===== src/rtl/cc_timer_pkg.sv =====
package cc_timer_pkg;
  localparam logic [1:0] ADDR_VHI  = 2'd0;
  localparam logic [1:0] ADDR_VLO  = 2'd1;
  localparam logic [1:0] ADDR_CTRL = 2'd2;
  localparam logic [1:0] ADDR_STAT = 2'd3;

  typedef enum logic [1:0] {
    ACT_NONE = 2'b00,
    ACT_TOG  = 2'b01,
    ACT_LOW  = 2'b10,
    ACT_HIGH = 2'b11
  } pin_act_e;

  typedef enum logic [1:0] {
    EDG_OFF  = 2'b00,
    EDG_RISE = 2'b01,
    EDG_FALL = 2'b10,
    EDG_BOTH = 2'b11
  } edge_sel_e;

  // bit 0 mode, 2:1 action, 4:3 edge, 5 irq enable
  typedef struct packed {
    logic      irq_en;
    edge_sel_e edg;
    pin_act_e  act;
    logic      cap_mode;
  } chan_ctrl_t;
endpackage


===== src/rtl/cc_edge_det.sv =====
module cc_edge_det
  import cc_timer_pkg::*;
(
  input  logic      clk_i,
  input  logic      rst_ni,
  input  logic      pin_i,
  input  edge_sel_e sel_i,
  output logic      hit_o
);
  logic pin_q;
  logic rise, fall;

  always_ff @(posedge clk_i or negedge rst_ni) begin
    if (!rst_ni) pin_q <= 1'b0;
    else         pin_q <= pin_i;
  end

  assign rise = pin_i & ~pin_q;
  assign fall = ~pin_i & pin_q;

  always_comb begin
    unique case (sel_i)
      EDG_RISE: hit_o = rise;
      EDG_FALL: hit_o = fall;
      EDG_BOTH: hit_o = rise | fall;
      default:  hit_o = 1'b0;
    endcase
  end
endmodule


===== src/rtl/cc_val_reg.sv =====
module cc_val_reg #(
  parameter int W  = 16,
  parameter int BW = W / 2
) (
  input  logic          clk_i,
  input  logic          rst_ni,
  input  logic          wr_hi_i,
  input  logic          wr_lo_i,
  input  logic [BW-1:0] wdata_i,
  input  logic          cap_i,
  input  logic [W-1:0]  cap_val_i,
  output logic [W-1:0]  val_o
);
  localparam int HW = W - BW;

  logic [HW-1:0] hi_q;
  logic [W-1:0]  val_q;

  always_ff @(posedge clk_i or negedge rst_ni) begin
    if (!rst_ni) hi_q <= '1;
    else if (wr_hi_i) hi_q <= wdata_i[HW-1:0];
  end

  // capture wins over a same-cycle commit
  always_ff @(posedge clk_i or negedge rst_ni) begin
    if (!rst_ni)      val_q <= '1;
    else if (cap_i)   val_q <= cap_val_i;
    else if (wr_lo_i) val_q <= {hi_q, wdata_i};
  end

  assign val_o = val_q;
endmodule


===== src/rtl/cc_cmp.sv =====
module cc_cmp #(
  parameter int W = 16
) (
  input  logic         clk_i,
  input  logic         rst_ni,
  input  logic         en_i,
  input  logic         commit_i,
  input  logic [W-1:0] val_i,
  input  logic [W-1:0] cnt_i,
  output logic         match_o,
  output logic         sup_o
);
  logic sup_q;

  always_ff @(posedge clk_i or negedge rst_ni) begin
    if (!rst_ni) sup_q <= 1'b0;
    else         sup_q <= commit_i;
  end

  assign sup_o   = sup_q;
  assign match_o = en_i & ~sup_q & (val_i == cnt_i);
endmodule


===== src/rtl/cc_timer_chan.sv =====
module cc_timer_chan
  import cc_timer_pkg::*;
#(
  parameter  int CNT_W = 16,
  localparam int BUS_W = CNT_W / 2
) (
  input  logic             clk_i,
  input  logic             rst_ni,
  input  logic [CNT_W-1:0] cnt_i,
  input  logic             pin_i,
  output logic             pin_o,
  input  logic             wr_i,
  input  logic [1:0]       addr_i,
  input  logic [BUS_W-1:0] wdata_i,
  output logic [BUS_W-1:0] rdata_o,
  output logic             irq_o
);
  localparam int CTRL_W = $bits(chan_ctrl_t);

  chan_ctrl_t       ctrl_q;
  logic             flag_q, pin_q;
  logic             cap_mode;
  pin_act_e         act;
  logic             wr_hi, wr_lo, wr_ctrl, clr;
  logic             edge_hit, cap, match, sup, ev;
  logic [CNT_W-1:0] val;

  assign cap_mode = ctrl_q.cap_mode;
  assign act      = ctrl_q.act;

  assign wr_hi   = wr_i && addr_i == ADDR_VHI;
  assign wr_lo   = wr_i && addr_i == ADDR_VLO;
  assign wr_ctrl = wr_i && addr_i == ADDR_CTRL;
  assign clr     = wr_i && addr_i == ADDR_STAT && wdata_i[0];

  cc_edge_det u_edge (
    .clk_i  (clk_i),
    .rst_ni (rst_ni),
    .pin_i  (pin_i),
    .sel_i  (ctrl_q.edg),
    .hit_o  (edge_hit)
  );

  assign cap = cap_mode & edge_hit;

  cc_val_reg #(.W(CNT_W), .BW(BUS_W)) u_val (
    .clk_i     (clk_i),
    .rst_ni    (rst_ni),
    .wr_hi_i   (wr_hi),
    .wr_lo_i   (wr_lo),
    .wdata_i   (wdata_i),
    .cap_i     (cap),
    .cap_val_i (cnt_i),
    .val_o     (val)
  );

  cc_cmp #(.W(CNT_W)) u_cmp (
    .clk_i    (clk_i),
    .rst_ni   (rst_ni),
    .en_i     (~cap_mode),
    .commit_i (wr_lo),
    .val_i    (val),
    .cnt_i    (cnt_i),
    .match_o  (match),
    .sup_o    (sup)
  );

  assign ev = cap | match;

  always_ff @(posedge clk_i or negedge rst_ni) begin
    if (!rst_ni)      ctrl_q <= '0;
    else if (wr_ctrl) ctrl_q <= chan_ctrl_t'(wdata_i[CTRL_W-1:0]);
  end

  // event beats a same-cycle clear
  always_ff @(posedge clk_i or negedge rst_ni) begin
    if (!rst_ni)  flag_q <= 1'b0;
    else if (ev)  flag_q <= 1'b1;
    else if (clr) flag_q <= 1'b0;
  end

  always_ff @(posedge clk_i or negedge rst_ni) begin
    if (!rst_ni) pin_q <= 1'b0;
    else if (match) begin
      unique case (act)
        ACT_TOG:  pin_q <= ~pin_q;
        ACT_LOW:  pin_q <= 1'b0;
        ACT_HIGH: pin_q <= 1'b1;
        default:  pin_q <= pin_q;
      endcase
    end
  end

  always_comb begin
    unique case (addr_i)
      ADDR_VHI:  rdata_o = val[CNT_W-1:BUS_W];
      ADDR_VLO:  rdata_o = val[BUS_W-1:0];
      ADDR_CTRL: rdata_o = {{(BUS_W-CTRL_W){1'b0}}, ctrl_q};
      default:   rdata_o = {{(BUS_W-1){1'b0}}, flag_q};
    endcase
  end

  assign pin_o = pin_q;
  assign irq_o = flag_q & ctrl_q.irq_en;
endmodule


===== config.mk =====
export PLATFORM = sky130hd
export DESIGN_NAME = cc_timer_chan
export DESIGN_NICKNAME = d
export VERILOG_FILES = /design/src/rtl/cc_timer_pkg.sv /design/src/rtl/cc_edge_det.sv /design/src/rtl/cc_val_reg.sv /design/src/rtl/cc_cmp.sv /design/src/rtl/cc_timer_chan.sv
export SDC_FILE = /design/constraint.sdc
export NUM_CORES = 1
export LEC_CHECK = 0
export ABC_AREA = 1
export BUFFER_PORTS_ARGS = -buffer_cell sky130_fd_sc_hd__buf_4
export CORE_UTILIZATION = 45
export DETAILED_ROUTE_END_ITERATION = 8
export PLACE_DENSITY = 0.67
export SLEW_MARGIN = 20
export SYNTH_ARGS = -nofsm -noshare
export SYNTH_HDL_FRONTEND = slang
export SYNTH_HIERARCHICAL = 1
export SYNTH_SLANG_ARGS = --single-unit

===== constraint.sdc =====
create_clock -name clk_i -period 2.19 [get_ports clk_i]
set_input_delay 0.1095 -clock clk_i [delete_from_list [all_inputs] [get_ports clk_i]]
set_output_delay 0.1095 -clock clk_i [all_outputs]
set_load 0.01 [all_outputs]

==> flow_summary.ini <==
[logic_synthesis]
synth_cell_type_count = 23
synth_commonest_cells = 111 x nand2_1, 46 x nand3_1, 36 x inv_1
yosysSeqAreaShare_pct = 43.6
synth_cells = 281
yosysWarnings = 6
syn_nets = 313
synth.most_common_cell = nand2_1
synth_top_area_share_pct = 31.2
synth_edf_count = 0
ys.flop_type = dfstp_2
ys_ff_latch = 34
syn-cell-area_sq_mm = 0.00202
yosys.area.top_type = dfstp_2
async_flop_share_pct = 100
synth_area_leaders = dfstp_2 31%, nand2_1 21%, dfrtp_1 12%
syn_avg_cell_area_sq_um = 7.19

[critical_path]
worstPathCellList = dlygate4sd3_1 > buf_4 > inv_1 > ha_1 > inv_1 > nand3_1 > nand3_1 > nand2_1 > inv_1 > buf_4 > nand2_1 > nand3_1
slowest_delay_ns = 0.52
end_kind = flip-flop
critical_path_required_ns = 2.43
cp_num_buf_inv = 6
cpMaxStageDelayCell = dlygate4sd3_1
worstPathArrival_ns = 1.97
setup.worst_path.class = in -> reg
crit_path_start_kind = input port
cp_max_fo = 16
crit_family = buffers and inverters

[sta]
fmax_ghz = 0.579
min_period_ns = 1.73
fin_crit_sh_pct = 78.9
worst_pin_slew_ns = 0.466
max_slew_margin_pct = 68.9
timing.hold.ws_ns = 0.0368
setup_total_negative_slack_ns = 0
clock_skew_ns = 0.00688
hold_violations = 0
drv_slew = 0
setup_violations = 0
layout_setup_ws_ns = 0.463
rsz0062_at_grt = false

[global_route]
grt-ovfl-total = 0
top_usage_layer = met2
grt_pass1_wl_microns = 8240
grt_max_degree = 35
use_met1_pct = 35.4
met3_usage_pct = 5.10
met2_usage_pct = 36.3
track_usage_pct = 24.5
antenna_found_initial = 0
first_global_vias = 1665

[floorplanning]
die_h_microns = 69.0
coreArea_sq_mm = 0.00414
ios = 40
die_x_microns = 69.0
die-area_sq_mm = 0.00476
start_util_pct = 48.7
row_count = 23

[detailed_routing]
post-route-drc-count = 0
vias = 1893
drtIter0Drc = 89
routed_via_density = 5.05
postRouteWirelength_microns = 5180
firstDrtPassIters = 4
drtAntennaViolNets = 0
wire_per_inst_microns = 13.8

[cts]
clk_latency_ns = 0.30
cts_tree = yes
cts_buffer_depth = 2
cts_buffers = 5
cts_max_level = 2
clk_pin_slew_ns = 0.07
ctsRootBufferMaster = clkbuf_8
clkSinkCount = 34
post_cts_buffers = 0
cts-resized-gates = 0

[final_layout]
drive_gt1_share_pct = 26.2
nFillCells = 403
area_delta_synth_final_pct = 22.1
antenna_cells = 0
nNetsFinal = 356

[power_and_ir_drop]
leakagePower_nw = 1.28
power.total_mw = 2.13
peakVddDrop_uv = 574
cellPowerDensity_mw_per_mm2 = 864

[status]
status = finished clean

[placement]
hpwl_microns = 3670
io_buffers = 39
globalplace.congestion = 0.815
place_ws_ns = 0.599

[worst_hold_path]
hold_class = in -> reg

[job]
drv_cap = 0
worst paths after layout:
kind	start	depth (start not counted)	end	slack [ns]
min in group asynchronous	rst_ni	2	flag_q	0.30
worst min-delay path	wdata_i[7]	3	u_val/hi_q[7]	0.04
max in group asynchronous	rst_ni	2	u_val/val_o[15]	1.54
worst max-delay path	pin_i	12	u_val/val_o[12]	0.46
worst min register to register	u_val/hi_q[5]	2	u_val/hi_q[5]	0.47
worst max register to register	u_edge/pin_q	9	u_val/val_o[12]	0.57
per-layer routing:
metal,wire length (microns),vias to the layer above
met5,0,-
li1,-,955
met3,313,10
met1,2480,875
met4,102,0
met2,2290,53
per-stage QoR:
step / cells / instance area, sq um / util [%]
after floorplan: 281 / 2020 / -
after global placement: 365 / 2340 / 56.4
after detailed placement: 365 / 2340 / 56.4
after CTS: 375 / 2460 / 59.5
after global routing: 375 / 2460 / 59.5
final: 375 / 2460 / 59.5
final cells by class:
type                       count  area (sq um)  share of cell area (%)
tap                           50          62.6                    2.54
multi-input combinational    199           927                    37.6
clock inverter                 3          40.0                    1.62
sequential                    34           881                    35.7
inverter                      40           150                    6.09
clock buffer                   5          68.8                    2.79
timing repair buffer          44           335                    13.6
cells by family (layout without fill, tap and decap cells):
group | after synthesis | in the layout | synth area share [%]
xor gates and xnor gates | 7 | 7 | 3.04
AOI/OAI and AO/OA | 10 | 10 | 2.54
adders and majority gates | 2 | 2 | 1.24
and+or+nand+nor | 180 | 180 | 38.8
DFF | 34 | 34 | 43.6
buffers and inverters | 48 | 92 | 10.7
registers in the layout (all words and copies together), names as in the netlist:
| register | flops |
|---|---|
| act | 2 |
| cap_mode | 1 |
| ctrl_q | 3 |
| flag_q | 1 |
| pin_o | 1 |
| u_cmp/sup_o | 1 |
| u_edge/pin_q | 1 |
| u_val/hi_q | 8 |
| u_val/val_o | 16 |
worst min-delay path, cell delays in order:
cell and delay (ns):
buf_4 0.08, nand2_1 0.03, o21ai_0 0.07
report_power, final:
part | switching [mW] | total [mW] | internal (mW)
sequential | 0.131 | 0.995 | 0.863
combinational | 0.302 | 0.547 | 0.245
clock | 0.253 | 0.588 | 0.335
cell usage in the layout, fill, tap and decap left out, types with 2 or more instances in the layout:
master         instances
clkbuf_8               5
nor2_1                11
o21ai_0                9
nand3_1               46
xor2_1                 4
nand2_1              111
nor2_2                 2
inv_1                 36
dfstp_2               24
inv_2                  3
nand2_2                2
ha_1                   2
nand4_1                3
xnor2_1                3
buf_4                 42
clkinv_2               2
dfrtp_1               10
dlygate4sd3_1          2
what timing repair did:
action                     4_1_cts  5_1_grt
hold endpoints to repair        11        0
hold buffers                     2        0
setup endpoints to repair        0        0
Note: power is estimated with default switching activity, not from simulation.
